**config.mk**
```make
export PLATFORM = sky130hd
export DESIGN_NAME = fifo_comm_cell
export DESIGN_NICKNAME = d
export VERILOG_FILES = /design/src/rtl/fcc_pkg.sv /design/src/rtl/fcc_store.sv /design/src/rtl/fcc_tag_ctrl.sv /design/src/rtl/fcc_waitlist.sv /design/src/rtl/fifo_comm_cell.sv
export SDC_FILE = /design/constraint.sdc
export NUM_CORES = 1
export LEC_CHECK = 0
export ABC_AREA = 1
export BUFFER_PORTS_ARGS = -buffer_cell sky130_fd_sc_hd__buf_2
export CAP_MARGIN = 0
export CELL_PAD_IN_SITES_DETAIL_PLACEMENT = 0
export CELL_PAD_IN_SITES_GLOBAL_PLACEMENT = 1
export CORE_ASPECT_RATIO = 1.1
export CORE_MARGIN = 2
export CORE_UTILIZATION = 45
export DETAILED_ROUTE_END_ITERATION = 8
export GPL_ROUTABILITY_DRIVEN = 0
export PLACE_DENSITY_LB_ADDON = 0.1
export SLEW_MARGIN = 20
export SYNTH_ARGS = -nofsm -noshare
export SYNTH_HDL_FRONTEND = slang
export SYNTH_SLANG_ARGS = --single-unit
```
**constraint.sdc**
```tcl
create_clock -name clk -period 8.12 [get_ports clk]
set_input_delay 1.624 -clock clk [delete_from_list [all_inputs] [get_ports clk]]
set_output_delay 1.624 -clock clk [all_outputs]
set_load 0.01 [all_outputs]
```
**src/rtl/fcc_pkg.sv**
```systemverilog
package fcc_pkg;
  localparam logic [3:0] VW_RAW  = 4'd0;
  localparam logic [3:0] VW_TAG  = 4'd1;
  localparam logic [3:0] VW_WAIT = 4'd2;
  localparam logic [3:0] VW_POLL = 4'd3;

  localparam int TB_EMPTY = 0;
  localparam int TB_FULL  = 1;
  localparam int TB_TAG   = 16;
  localparam int TB_QUEUE = 17;
  localparam int TB_CNT   = 18;
  localparam int TB_DCODE = 28;
endpackage

```
**src/rtl/fcc_store.sv**
```systemverilog
module fcc_store #(
  parameter int DEPTH = 8,
  parameter int DW    = 64,
  localparam int AW   = $clog2(DEPTH)
) (
  input  logic          clk,
  input  logic          rst_n,
  input  logic          wr_en,
  input  logic [AW-1:0] wr_addr,
  input  logic [DW-1:0] wr_data,
  input  logic [AW-1:0] rd_addr,
  output logic [DW-1:0] rd_data
);
  logic [DW-1:0] entry_q [DEPTH];

  for (genvar g = 0; g < DEPTH; g++) begin : g_entry
    always_ff @(posedge clk) begin
      if (!rst_n) entry_q[g] <= '0;
      else if (wr_en && wr_addr == AW'(g)) entry_q[g] <= wr_data;
    end
  end

  assign rd_data = entry_q[rd_addr];
endmodule

```
**src/rtl/fcc_tag_ctrl.sv**
```systemverilog
module fcc_tag_ctrl
  import fcc_pkg::*;
#(
  parameter int DEPTH = 8,
  parameter int DW    = 64,
  localparam int AW   = $clog2(DEPTH),
  localparam int CW   = AW + 1
) (
  input  logic          clk,
  input  logic          rst_n,
  input  logic          acc,
  input  logic          is_wr,
  input  logic [3:0]    view,
  input  logic [DW-1:0] wdata,
  input  logic [DW-1:0] head_data,
  output logic          wr_en,
  output logic [AW-1:0] wr_addr,
  output logic [DW-1:0] rd_val,
  output logic          stall,
  output logic          progress,
  output logic [AW-1:0] ptr_q,
  output logic [CW-1:0] cnt_q,
  output logic          e_q
);
  logic          f_q, t_q;
  logic          e_n, f_n, t_n;
  logic [AW-1:0] ptr_n;
  logic [CW-1:0] cnt_n;
  logic [DW-1:0] tag_word;
  logic          blocking;

  always_comb begin
    tag_word = '0;
    tag_word[TB_EMPTY] = e_q;
    tag_word[TB_FULL]  = f_q;
    tag_word[TB_TAG]   = t_q;
    tag_word[TB_QUEUE] = 1'b1;
    tag_word[TB_CNT +: CW]  = cnt_q;
    tag_word[TB_DCODE +: 4] = 4'(AW);
  end

  assign blocking = (view == VW_WAIT);

  always_comb begin
    e_n = e_q; f_n = f_q; t_n = t_q;
    cnt_n = cnt_q; ptr_n = ptr_q;
    wr_en = 1'b0; wr_addr = ptr_q;
    rd_val = '0; stall = 1'b0; progress = 1'b0;
    if (acc) begin
      unique case (view)
        VW_RAW: begin
          if (is_wr) begin
            if (cnt_q != '0) begin
              wr_en   = 1'b1;
              wr_addr = ptr_q + AW'(cnt_q - CW'(1));
            end
          end else begin
            rd_val = head_data;
          end
        end
        VW_TAG: begin
          if (is_wr) begin
            e_n = wdata[TB_EMPTY];
            f_n = wdata[TB_FULL];
            t_n = wdata[TB_TAG];
            if (wdata[TB_EMPTY]) cnt_n = '0;
          end else begin
            rd_val = tag_word;
          end
        end
        VW_WAIT, VW_POLL: begin
          if (!is_wr) begin
            f_n = 1'b0;
            if (blocking && e_q) begin
              stall = 1'b1;
            end else begin
              progress = 1'b1;
              if (cnt_q != '0) begin
                rd_val = head_data;
                ptr_n  = ptr_q + AW'(1);
                cnt_n  = cnt_q - CW'(1);
              end
              if (cnt_n == '0) e_n = 1'b1;
            end
          end else begin
            e_n = 1'b0;
            if (blocking && f_q) begin
              stall = 1'b1;
            end else begin
              progress = 1'b1;
              if (cnt_q < CW'(DEPTH)) begin
                wr_en   = 1'b1;
                wr_addr = ptr_q + AW'(cnt_q);
                cnt_n   = cnt_q + CW'(1);
              end
              if (cnt_n == CW'(DEPTH)) f_n = 1'b1;
            end
          end
        end
        default: ;
      endcase
    end
  end

  always_ff @(posedge clk) begin
    if (!rst_n) begin
      e_q <= 1'b1; f_q <= 1'b0; t_q <= 1'b0;
      cnt_q <= '0; ptr_q <= '0;
    end else begin
      e_q <= e_n; f_q <= f_n; t_q <= t_n;
      cnt_q <= cnt_n; ptr_q <= ptr_n;
    end
  end
endmodule

```
**src/rtl/fcc_waitlist.sv**
```systemverilog
module fcc_waitlist #(
  parameter int TIDW = 6,
  localparam int NTHR = 1 << TIDW
) (
  input  logic            clk,
  input  logic            rst_n,
  input  logic            park,
  input  logic [TIDW-1:0] tid,
  input  logic            release_all,
  output logic [NTHR-1:0] blocked_q,
  output logic            wake_valid,
  output logic [NTHR-1:0] wake_mask
);
  always_ff @(posedge clk) begin
    if (!rst_n) begin
      blocked_q  <= '0;
      wake_valid <= 1'b0;
      wake_mask  <= '0;
    end else begin
      wake_valid <= 1'b0;
      wake_mask  <= '0;
      if (release_all && blocked_q != '0) begin
        wake_valid <= 1'b1;
        wake_mask  <= blocked_q;
        blocked_q  <= '0;
      end else if (park) begin
        blocked_q[tid] <= 1'b1;
      end
    end
  end
endmodule

```
**src/rtl/fifo_comm_cell.sv**
```systemverilog
module fifo_comm_cell #(
  parameter int DEPTH = 8,
  parameter int DW    = 64,
  parameter int TIDW  = 6,
  localparam int AW   = $clog2(DEPTH),
  localparam int CW   = AW + 1,
  localparam int NTHR = 1 << TIDW
) (
  input  logic            clk,
  input  logic            rst_n,
  input  logic            req_valid,
  output logic            req_ready,
  input  logic            req_write,
  input  logic [3:0]      req_view,
  input  logic [TIDW-1:0] req_tid,
  input  logic [DW-1:0]   req_wdata,
  output logic            rsp_valid,
  output logic            rsp_stall,
  output logic [DW-1:0]   rsp_rdata,
  output logic            wake_valid,
  output logic [NTHR-1:0] wake_mask
);
  logic          wr_en, stall, progress, e_q;
  logic [AW-1:0] wr_addr, ptr_q;
  logic [CW-1:0] cnt_q;
  logic [DW-1:0] head_data, rd_val;
  logic [NTHR-1:0] blocked_q;

  assign req_ready = 1'b1;

  fcc_store #(.DEPTH(DEPTH), .DW(DW)) u_store (
    .clk(clk), .rst_n(rst_n), .wr_en(wr_en), .wr_addr(wr_addr),
    .wr_data(req_wdata), .rd_addr(ptr_q), .rd_data(head_data)
  );

  fcc_tag_ctrl #(.DEPTH(DEPTH), .DW(DW)) u_ctrl (
    .clk(clk), .rst_n(rst_n), .acc(req_valid), .is_wr(req_write),
    .view(req_view), .wdata(req_wdata), .head_data(head_data),
    .wr_en(wr_en), .wr_addr(wr_addr), .rd_val(rd_val), .stall(stall),
    .progress(progress), .ptr_q(ptr_q), .cnt_q(cnt_q), .e_q(e_q)
  );

  fcc_waitlist #(.TIDW(TIDW)) u_wait (
    .clk(clk), .rst_n(rst_n), .park(stall), .tid(req_tid),
    .release_all(progress), .blocked_q(blocked_q),
    .wake_valid(wake_valid), .wake_mask(wake_mask)
  );

  always_ff @(posedge clk) begin
    if (!rst_n) begin
      rsp_valid <= 1'b0;
      rsp_stall <= 1'b0;
      rsp_rdata <= '0;
    end else begin
      rsp_valid <= req_valid;
      rsp_stall <= stall;
      rsp_rdata <= rd_val;
    end
  end
endmodule

```
**Word-level counts from Yosys, hierarchy flattened**

Memories as Yosys holds them, arrays and structs flattened. A register that Yosys moved wholly into a read port is not among the register bits.
Index checks and enable logic that the tools add are counted.

- Register bits after elaboration: 205
- Input bits: 78
- RAM bits: 512
- Output and inout bits: 132
- Memories kept: 1

- Bitwise logic cells: 12
- Add/subtract/negate cells: 5
- Order comparisons: 3
- Equal/unequal tests: 17
- Mux-type cells: 94
- Reductions and logical operators: 27

Memory list:

| memory | depth | width | rd ports | clocked after memory_dff | wr ports | line | text |
|---|---|---|---|---|---|---|---|
| u_store.entry_q | 8 | 64 | 1 | 1 | 8 | fcc_store.sv:14 | `logic [DW-1:0] entry_q [DEPTH];` |

Operators with widths:

| cell | count |
|---|---|
| 64-bit two-way mux | 12 |
| 64-bit one-hot mux with 3 select lines | 1 |
| 64-bit OR | 1 |
| 64-bit nonzero test | 1 |
| 4-bit two-way mux | 15 |
| 1-bit two-way mux | 51 |
| 30-bit two-way mux | 1 |
| 3-bit two-way mux | 8 |
| 5-bit AND reduction | 3 |
| 3-bit == test (second input constant) | 4 |
| 1-bit logical AND | 12 |
| 4-bit by 2-bit == test with 1-bit output (second input constant) | 2 |
| 4-bit zero test | 2 |
| 1-bit OR | 8 |
| 4-bit one-hot mux with 2 select lines | 1 |
| 6-bit by 7-bit less-than comparator with 1-bit output (second input constant) | 1 |
| 3-bit adder | 2 |
| 1-bit demux with 6-bit select | 1 |
| 3-bit by 2-bit == test with 1-bit output (second input constant) | 2 |
| 6-bit by 1-bit greater-or-equal comparator with 1-bit output (second input constant) | 1 |
| 3-bit by 2-bit != test with 1-bit output (second input constant) | 2 |
| 3-bit != test (second input constant) | 2 |
| 1-bit one-hot mux with 2 select lines | 3 |
| 3-bit one-hot mux with 2 select lines | 1 |
| 16 further kinds | 21 |

**Logic depth before layout (Yosys ltp)**

Gate-level depths: netlist of the first run.

- Word-level depth: 12
- Depth in mapped cells: 15

**Modules after synthesis**

From an unflattened synthesis of the first run, not the netlist that was laid out.

- Cells, all modules: 3926
- Area, all modules: 33019.2 µm²

Modules (own cells, without submodules):

| module | cells an instance | times used | area each (µm²) |
|---|---|---|---|
| fcc_store | 2873 | 1 | 25097.8 |
| fcc_waitlist | 499 | 1 | 4219.0 |
| fifo_comm_cell | 207 | 1 | 1875.5 |
| fcc_tag_ctrl | 347 | 1 | 1826.8 |

**Worst setup path before layout of the first run**

OpenSTA, ideal clock, no wires.

- Path kind: input to register
- Start point: in req_view[3]
- End point: mem u_store.entry_q[0][0], enable pin
- Arrival time: 7.013 ns
- Stages: 9
- Required time: 7.546 ns
- Setup time: 0.574 ns
- Path slack: 0.533 ns
- Path through: nor2_4 > nand2_1 > nand2_1 > nand2_1 > o21ai_0 > nand3_1 > nand2_2 > nand2_2 > o21ai_0

RTL lines:

| item | line | text |
|---|---|---|
| from (decl) | fifo_comm_cell.sv:14 | `input logic [3:0] req_view,` |
| to (decl) | fcc_store.sv:14 |  |

==> reports/qor.csv, run 1 <==
stage,metric,value,unit
sta,Fmax,248,MHz
finish,multi-input logic area,0.00818,sq mm
yosys,Yosys cell types,47,
worst_setup_path,worst-path fanout max,51,
sta,RSZ-0062 raised after global routing,no,
die,Core Area,0.0647,sq mm
power_and_ir_drop,P_int,0.00599,W
worst_setup_path,"Arr. time, crit path",4.25,ns
power_and_ir_drop,worst vdd ir,0.163,mV
yosys,"area leader, netlist",edfxtp_1,
clock_network,Clock Path Buffers,3,
yosys,"Avg Cell Area, Syn",10.5,sq um
yosys,post-synth top area share,0.524,
grt,total track usage,0.239,
worst_setup_path,crit path buf inv count,2,
yosys,most frequent cells after synthesis,"nor2_1 (866), edfxtp_1 (512), o21ai_0 (288)",
flow_run,MaxCap Viol Count,0,
placement,PortBufs,208,
sta,Tcrit/Tclk final,0.497,
worst_setup_path,Crit path top cell by count,nand2_1,
drt,DRC,0,
drt,via count,21000,
worst_setup_path,CP Launch Type,input pin,
finish,Layout area overhead,12.8,%
power_and_ir_drop,Sw Pwr,0.00165,W
finish,fin nets,3022,
clock_network,# hold bufs at CTS,0,
yosys,xor and xnor area share after synthesis,0.000896,
clock_network,Post-CTS Setup Bufs,0,
clock_network,Num CTS Buffers,74,
grt,GRT Residual Overflow,0,
worst_setup_path,required time of the critical path,8.34,ns
die,Starting Density,0.453,
power_and_ir_drop,Pleak,13.0,nW
clock_network,post-cts sizing count,0,
power_and_ir_drop,clock share of power,0.435,
worst_setup_path,Levels on crit path,11,
placement,Detail Placement HPWL,42400,um
yosys,Post-Synth Adder-Cell Area,0.00350,
yosys,"Seq/Total Area, Yosys",0.666,
hold_path,Hold Crit Class,register to register,
die,IO Count,210,
power_and_ir_drop,sw frac,0.215,
clock_network,H-Tree Depth,3,
grt,pin count of the biggest net entering global routing,156,
yosys,Mapped Area,0.0293,sq mm
clock_network,clk sinks,720,
clock_network,Root Buffer,clkbuf_16,
drt,TritonRoute pass-1 iters,5,
placement,Placed Cells,3711,
grt,first-pass GRT wire length,123000,um
yosys,mux contribution to synthesized area,0,
yosys,most common flop cell mapped by yosys,edfxtp_1,
drt,vias per inst,5.45,
grt,initial antenna violation count,5,
yosys,top-count cell post-synth,nor2_1,
yosys,Syn Inst Count,2796,
worst_setup_path,Crit path max-delay family,simple AND/OR/NAND/NOR gates,
die,Rows,98,
sta,Hold Fails Final Rpt,0,
finish,Fillers,6001,
power_and_ir_drop,part of the power in registers,0.529,
drt,1st-iter DRT viols,1343,
yosys,Post-synth ARST share,0,
status,outcome,finished clean,
sta,skew final,0.0256,ns
sta,setup TNS,0,ns
clock_network,clock-pin slew on the worst setup and hold paths,0.06,ns
sta,# setup viols final,0,
yosys,largest family of logic cells by synthesized area,simple AND/OR/NAND/NOR gates,
worst_setup_path,CP Cell Sequence,buf_2 -> nor2_4 -> nand2_1 -> nand2_1 -> nand2_1 -> o21ai_0 -> nand3_1 -> nand2_2 -> nand2_2 -> o21ai_4 -> buf_4,
die,die area,0.0672,sq mm
finish,Sequential Area,0.0196,sq mm
die,Die H,272,um
worst_setup_path,CP Class,input pin to register,
sta,slew margin rel.,0.262,
clock_network,CTS tree,yes,
worst_setup_path,Worst path slowest cell,buf_4,
hold_path,worst hold path depth,2,
yosys,YS warnings,0,
grt,vias in the first global route,21300,
drt,Routed Antenna Nets,0,
power_and_ir_drop,power per cell area,231,mW/mm^2
worst_setup_path,Worst setup EP type,register,
worst_setup_path,Worst R2R Path Depth,13,
yosys,Synth Area in Simple Gates,0.170,
finish,layout cells sized above 1,0.145,
finish,fin cells,3847,
yosys,Syn Nets,2881,
worst_setup_path,CP peak stage delay,0.83,ns
drt,Post-Route WL,80200,um
sta,Tmin final,4.03,ns
clock_network,Skew-Pair Late Insertion Delay,0.62,ns
yosys,top post-synthesis cells by area,"edfxtp_1 (52%), dfxtp_1 (14%), nor2_1 (11%), o21ai_0 (4.9%), inv_1 (2.0%)",
drt,drt wl/cell,20.9,um
yosys,Post-synth EDFFs,512,
yosys,Synth Register Bits,720,
yosys,Synth Area in Compound Gates,0.102,
power_and_ir_drop,logic gate share of total power,0.036,
sta,max-slew violation count,0,
sta,slew at the pin closest to its max-slew limit,1.11,ns
die,Die W,247,um
## worst paths after layout
check / slack (ns) / from / endpoint
worst max-delay path: 4.09 / req_view[3] / u_store.entry_q[0][56]
worst min-delay path: 0.45 / u_ctrl.t_q / u_ctrl.t_q
worst max register to register: 4.15 / u_ctrl.cnt_q[0] / u_store.entry_q[2][55]
worst min register to register: 0.45 / u_ctrl.t_q / u_ctrl.t_q
## kinds of logic (layout without fill, tap and decap cells)
family                     Yosys count  after routing
buffers and inverters              344            544
adders and majority gates            7              7
AOI/OAI and AO/OA                  529            529
DFF                                720            720
xor gates and xnor gates             3              3
other                                1              2
and+or+nand+nor                   1192           1192
## final cells by class
| class | count | area share |
|---|---|---|
| antenna | 1 | 0.0000757 |
| clock buffer | 110 | 0.0645 |
| clock inverter | 25 | 0.00620 |
| inverter | 172 | 0.0198 |
| multi-input combinational | 1732 | 0.247 |
| sequential | 720 | 0.591 |
| tap | 850 | 0.0322 |
| timing repair buffer | 237 | 0.0387 |
## cell usage in the layout (no fill, tap or decap), types with 14 or more instances in the layout
| master | instances |
|---|---|
| a21oi_1 | 98 |
| buf_2 | 208 |
| buf_4 | 28 |
| clkbuf_1 | 22 |
| clkbuf_16 | 76 |
| clkinv_2 | 14 |
| dfxtp_1 | 205 |
| edfxtp_1 | 512 |
| inv_1 | 158 |
| nand2_1 | 135 |
| nand3_1 | 59 |
| nand4_1 | 21 |
| nor2_1 | 866 |
| o21ai_0 | 286 |
| o221ai_1 | 46 |
| o22ai_1 | 66 |
| or2_0 | 18 |
| or2_2 | 30 |
## stage by stage
| stage | utilization | power [W] | instance area (sq um) | hold WS [ns] | worst slack, ns |
|---|---|---|---|---|---|
| after detailed placement | 0.475 | 0.00440 | 30700 | 0.443 | 3.47 |
| after floorplan | - | 0.00428 | 29300 | 0.425 | 0.533 |
| final | 0.511 | 0.00764 | 33100 | 0.450 | 4.09 |
| after CTS | 0.511 | 0.00770 | 33100 | 0.456 | 4.08 |
| after global routing | 0.511 | 0.00787 | 33100 | 0.473 | 3.87 |
| after global placement | 0.474 | 0.00439 | 30700 | 0.445 | 3.50 |
## power groups by stage
stage	Clock (W)	Sequential [W]	Combinational, W
3_5_place_dp	0	0.00412	0.000277
3_3_place_gp	0	0.00412	0.000273
6_report	0.00332	0.00404	0.000274
5_1_grt	0.00352	0.00405	0.000303
2_1_floorplan	0	0.00412	0.000161
4_1_cts	0.00338	0.00404	0.000278
## layer usage
| layer | vias up | track usage | wire [um] |
|---|---|---|---|
| li1 | 9826 | - | - |
| met1 | 10300 | 0.301 | 32600 |
| met2 | 636 | 0.411 | 40100 |
| met3 | 169 | 0.0425 | 5040 |
| met4 | 8 | 0.0890 | 2460 |
| met5 | - | 0 | 46 |
## flip-flops by register name (all words and copies together), names as in the netlist, named ones only
name / cells
u_store.entry_q: 512
rsp_rdata: 64
u_wait.blocked_q: 64
u_wait.wake_mask: 64
u_ctrl.cnt_q: 4
u_ctrl.ptr_q: 3
rsp_stall: 1
rsp_valid: 1
u_ctrl.e_q: 1
u_ctrl.f_q: 1
u_ctrl.t_q: 1
u_wait.wake_valid: 1
## tightest hold or removal path: stages, from the launching register on
cell and delay, ns:
dfxtp_1 0.31, inv_1 0.05, a21oi_1 0.05
(Power assumes the default switching activity.)
==> run 2, diff against run 1 <==
--- a/config.mk
+++ b/config.mk
@@ -5,7 +5,7 @@
 export SDC_FILE = /design/constraint.sdc
 export NUM_CORES = 1
 export LEC_CHECK = 0
-export ABC_AREA = 1
+export ABC_AREA = 0
 export BUFFER_PORTS_ARGS = -buffer_cell sky130_fd_sc_hd__buf_2
 export CAP_MARGIN = 0
 export CELL_PAD_IN_SITES_DETAIL_PLACEMENT = 0
==> constraint.sdc (replaced) <==
create_clock -name clk -period 3.4 [get_ports clk]
set_input_delay 0.68 -clock clk [delete_from_list [all_inputs] [get_ports clk]]
set_output_delay 0.68 -clock clk [all_outputs]
set_load 0.01 [all_outputs]
==> run 2 against run 1 <==
  * Clock skew is 0.0076 ns lower
  * Largest cell class unchanged
  * Core utilization is 1.5 points higher
  * Largest power group unchanged
  * Sequential power is 140% higher
  * Sequential share of layout area is 3.0 points lower
==> reports/qor.csv, run 2 <==
stage,metric,value,unit
sta,Tmin final,3.24,ns
sta,Tcrit/Tclk final,0.953,
drt,drt wl/cell,24.7,um
yosys,Post-synth EDFFs,512,
worst_setup_path,required time of the critical path,3.72,ns
yosys,Synth Register Bits,720,
clock_network,# hold bufs at CTS,0,
clock_network,clk sinks,720,
die,Core Area,0.0663,sq mm
sta,Fmax,309,MHz
yosys,Syn Inst Count,2190,
placement,PortBufs,208,
clock_network,Root Buffer,clkbuf_16,
yosys,Mapped Area,0.0301,sq mm
yosys,"area leader, netlist",edfxtp_1,
sta,final worst slack,0.159,ns
yosys,Yosys cell types,61,
yosys,Post-synth ARST share,0,
die,Die H,275,um
drt,TritonRoute pass-1 iters,5,
die,die area,0.0690,sq mm
finish,fin nets,2384,
placement,pre-CTS setup slack,0.178,ns
grt,first-pass GRT wire length,122000,um
placement,Detail Placement HPWL,43800,um
sta,Hold Fails Final Rpt,0,
clock_network,clock-pin slew on the worst setup and hold paths,0.06,ns
power_and_ir_drop,Pleak,11.6,nW
sta,max-slew violation count,0,
worst_setup_path,Worst path slowest cell,buf_12,
sta,RSZ-0062 raised after global routing,no,
yosys,YS warnings,0,
hold_path,Hold Crit Class,input pin to register,
drt,Routed Antenna Nets,0,
yosys,top post-synthesis cells by area,"edfxtp_1 (51%), dfxtp_1 (14%), nor4_1 (11%), mux4_2 (9.6%), mux2i_1 (2.2%)",
worst_setup_path,CP Launch Type,register,
finish,Reg with most FFs,u_store.entry_q,
finish,Sequential Area,0.0196,sq mm
worst_setup_path,CP peak stage delay,0.52,ns
drt,1st-iter DRT viols,1351,
clock_network,post-cts sizing count,0,
yosys,post-synth top area share,0.510,
clock_network,H-Tree Depth,3,
die,Die W,251,um
die,IO Count,210,
sta,slew margin rel.,0.341,
finish,Fillers,5628,
finish,layout cells sized above 1,0.238,
power_and_ir_drop,power per cell area,533,mW/mm^2
grt,pin count of the biggest net entering global routing,145,
clock_network,Post-CTS Setup Bufs,0,
clock_network,Num CTS Buffers,76,
yosys,top-count cell post-synth,nor4_1,
drt,Post-Route WL,79600,um
clock_network,Clock Path Buffers,3,
finish,"commonest non-fill, non-tap cell in the layout",nor4_1,
worst_setup_path,CP Class,register to register,
die,Starting Density,0.454,
power_and_ir_drop,worst vdd ir,0.340,mV
drt,DRC,0,
yosys,"Avg Cell Area, Syn",13.8,sq um
yosys,"Seq/Total Area, Yosys",0.649,
worst_setup_path,"Arr. time, crit path",3.56,ns
finish,max reg flops,512,
status,outcome,finished clean,
yosys,most common flop cell mapped by yosys,edfxtp_1,
clock_network,Skew-Pair Late Insertion Delay,0.62,ns
grt,initial antenna violation count,0,
finish,most frequent cells in the layout,"nor4_1 (531), edfxtp_1 (512), buf_2 (207)",
grt,total track usage,0.231,
die,Rows,99,
grt,vias in the first global route,19900,
finish,Finished Core Util,0.525,
worst_setup_path,CP Cell Sequence,inv_4 -> ha_4 -> fa_2 -> o21ba_4 -> a221oi_2 -> a221o_1 -> and3_4 -> buf_12 -> nor4_1,
sta,setup TNS,0,ns
grt,GRT Residual Overflow,0,
drt,vias per inst,6.08,
finish,Layout area overhead,15.6,%
yosys,Syn Nets,2275,
flow_run,MaxCap Viol Count,0,
yosys,most frequent cells after synthesis,"nor4_1 (531), edfxtp_1 (512), dfxtp_1 (208)",
finish,multi-input logic area,0.00963,sq mm
drt,via count,19600,
worst_setup_path,Worst setup EP type,register,
sta,# setup viols final,0,
finish,n_diodes,0,
sta,skew final,0.0181,ns
worst_setup_path,worst-path fanout max,144,
sta,slew at the pin closest to its max-slew limit,0.986,ns
clock_network,CTS tree,yes,
-- run 2: changes by cell type in the layout (fill, tap and decap cells not counted), sizes merged, moves of 27 or more --
cell,before,now
a21oi,99,72
and2,0,65
buf,237,286
inv,170,10
mux2i,0,67
mux4,0,128
nand2,154,83
nand3,70,5
nor2,877,140
nor4,10,531
o21ai,292,14
o221ai,46,0
o22ai,66,3
or2,48,1
-- run 2: worst paths after layout --
path	from	endpoint	slack [ns]	cells after the start
max	u_ctrl.cnt_q[0]	u_store.entry_q[3][5]	0.16	9
min	req_valid	rsp_valid	0.30	2
max reg2reg	u_ctrl.cnt_q[0]	u_store.entry_q[3][5]	0.16	9
min reg2reg	u_ctrl.t_q	u_ctrl.t_q	0.47	2
-- run 2: per-layer routing --
metal | vias up | GRT usage | wire length [um] | share of wire
met4 | 0 | 0.0764 | 1920 | 0.024
met2 | 489 | 0.395 | 40300 | 0.51
met1 | 9992 | 0.307 | 34100 | 0.43
met5 | - | 0 | 0 | 0
met3 | 115 | 0.0284 | 3280 | 0.041
li1 | 8954 | - | - | -
-- run 2: layout make-up --
class | instances | area share
Clock inverter | 27 | 0.00812
Tap cell | 858 | 0.0308
Timing Repair Buffer | 286 | 0.0583
Sequential cell | 720 | 0.562
Inverter | 6 | 0.000719
Clock buffer | 112 | 0.0638
Multi-Input combinational cell | 1209 | 0.277
-- run 2: cell families (layout without fill, tap and decap cells) --
group / Yosys count / after routing / synth area share
multiplexers: 197 / 197 / 0.119
AND/OR/NAND/NOR: 880 / 880 / 0.166
other: 1 / 1 / 0.000125
buffers and inverters: 261 / 431 / 0.0382
adder cells (fa/ha/maj): 7 / 7 / 0.00341
AO/OA/AOI/OAI: 119 / 119 / 0.0235
flip-flops: 720 / 720 / 0.649
XOR/XNOR: 5 / 5 / 0.00145
-- run 2: critical path, delay by kind of cell, from the launching register on --
family / cells / cell delay [ns]
flip-flops: 1 / 0.41
AO/OA/AOI/OAI: 3 / 0.78
AND/OR/NAND/NOR: 2 / 0.50
buffers and inverters: 2 / 0.58
adder cells (fa/ha/maj): 2 / 0.63
-- run 2: power breakdown --
part	leakage, nW	internal [W]	switching [W]
Combinational	3.43	0.000192	0.000431
Sequential	6.97	0.00957	0.0000538
Clock	1.22	0.00492	0.00340
-- run 2: per-stage QoR --
stage                     instance area [sq um]  hold slack, ns  total power, W  instances
after CTS                                 34800           0.261          0.0187       3218
final                                     34800           0.303          0.0186       3218
after detailed placement                  32300           0.457          0.0104       3079
after global routing                      34800           0.295          0.0191       3218
after floorplan                           30300           0.425          0.0101       2190
after global placement                    32300           0.448          0.0104       3079
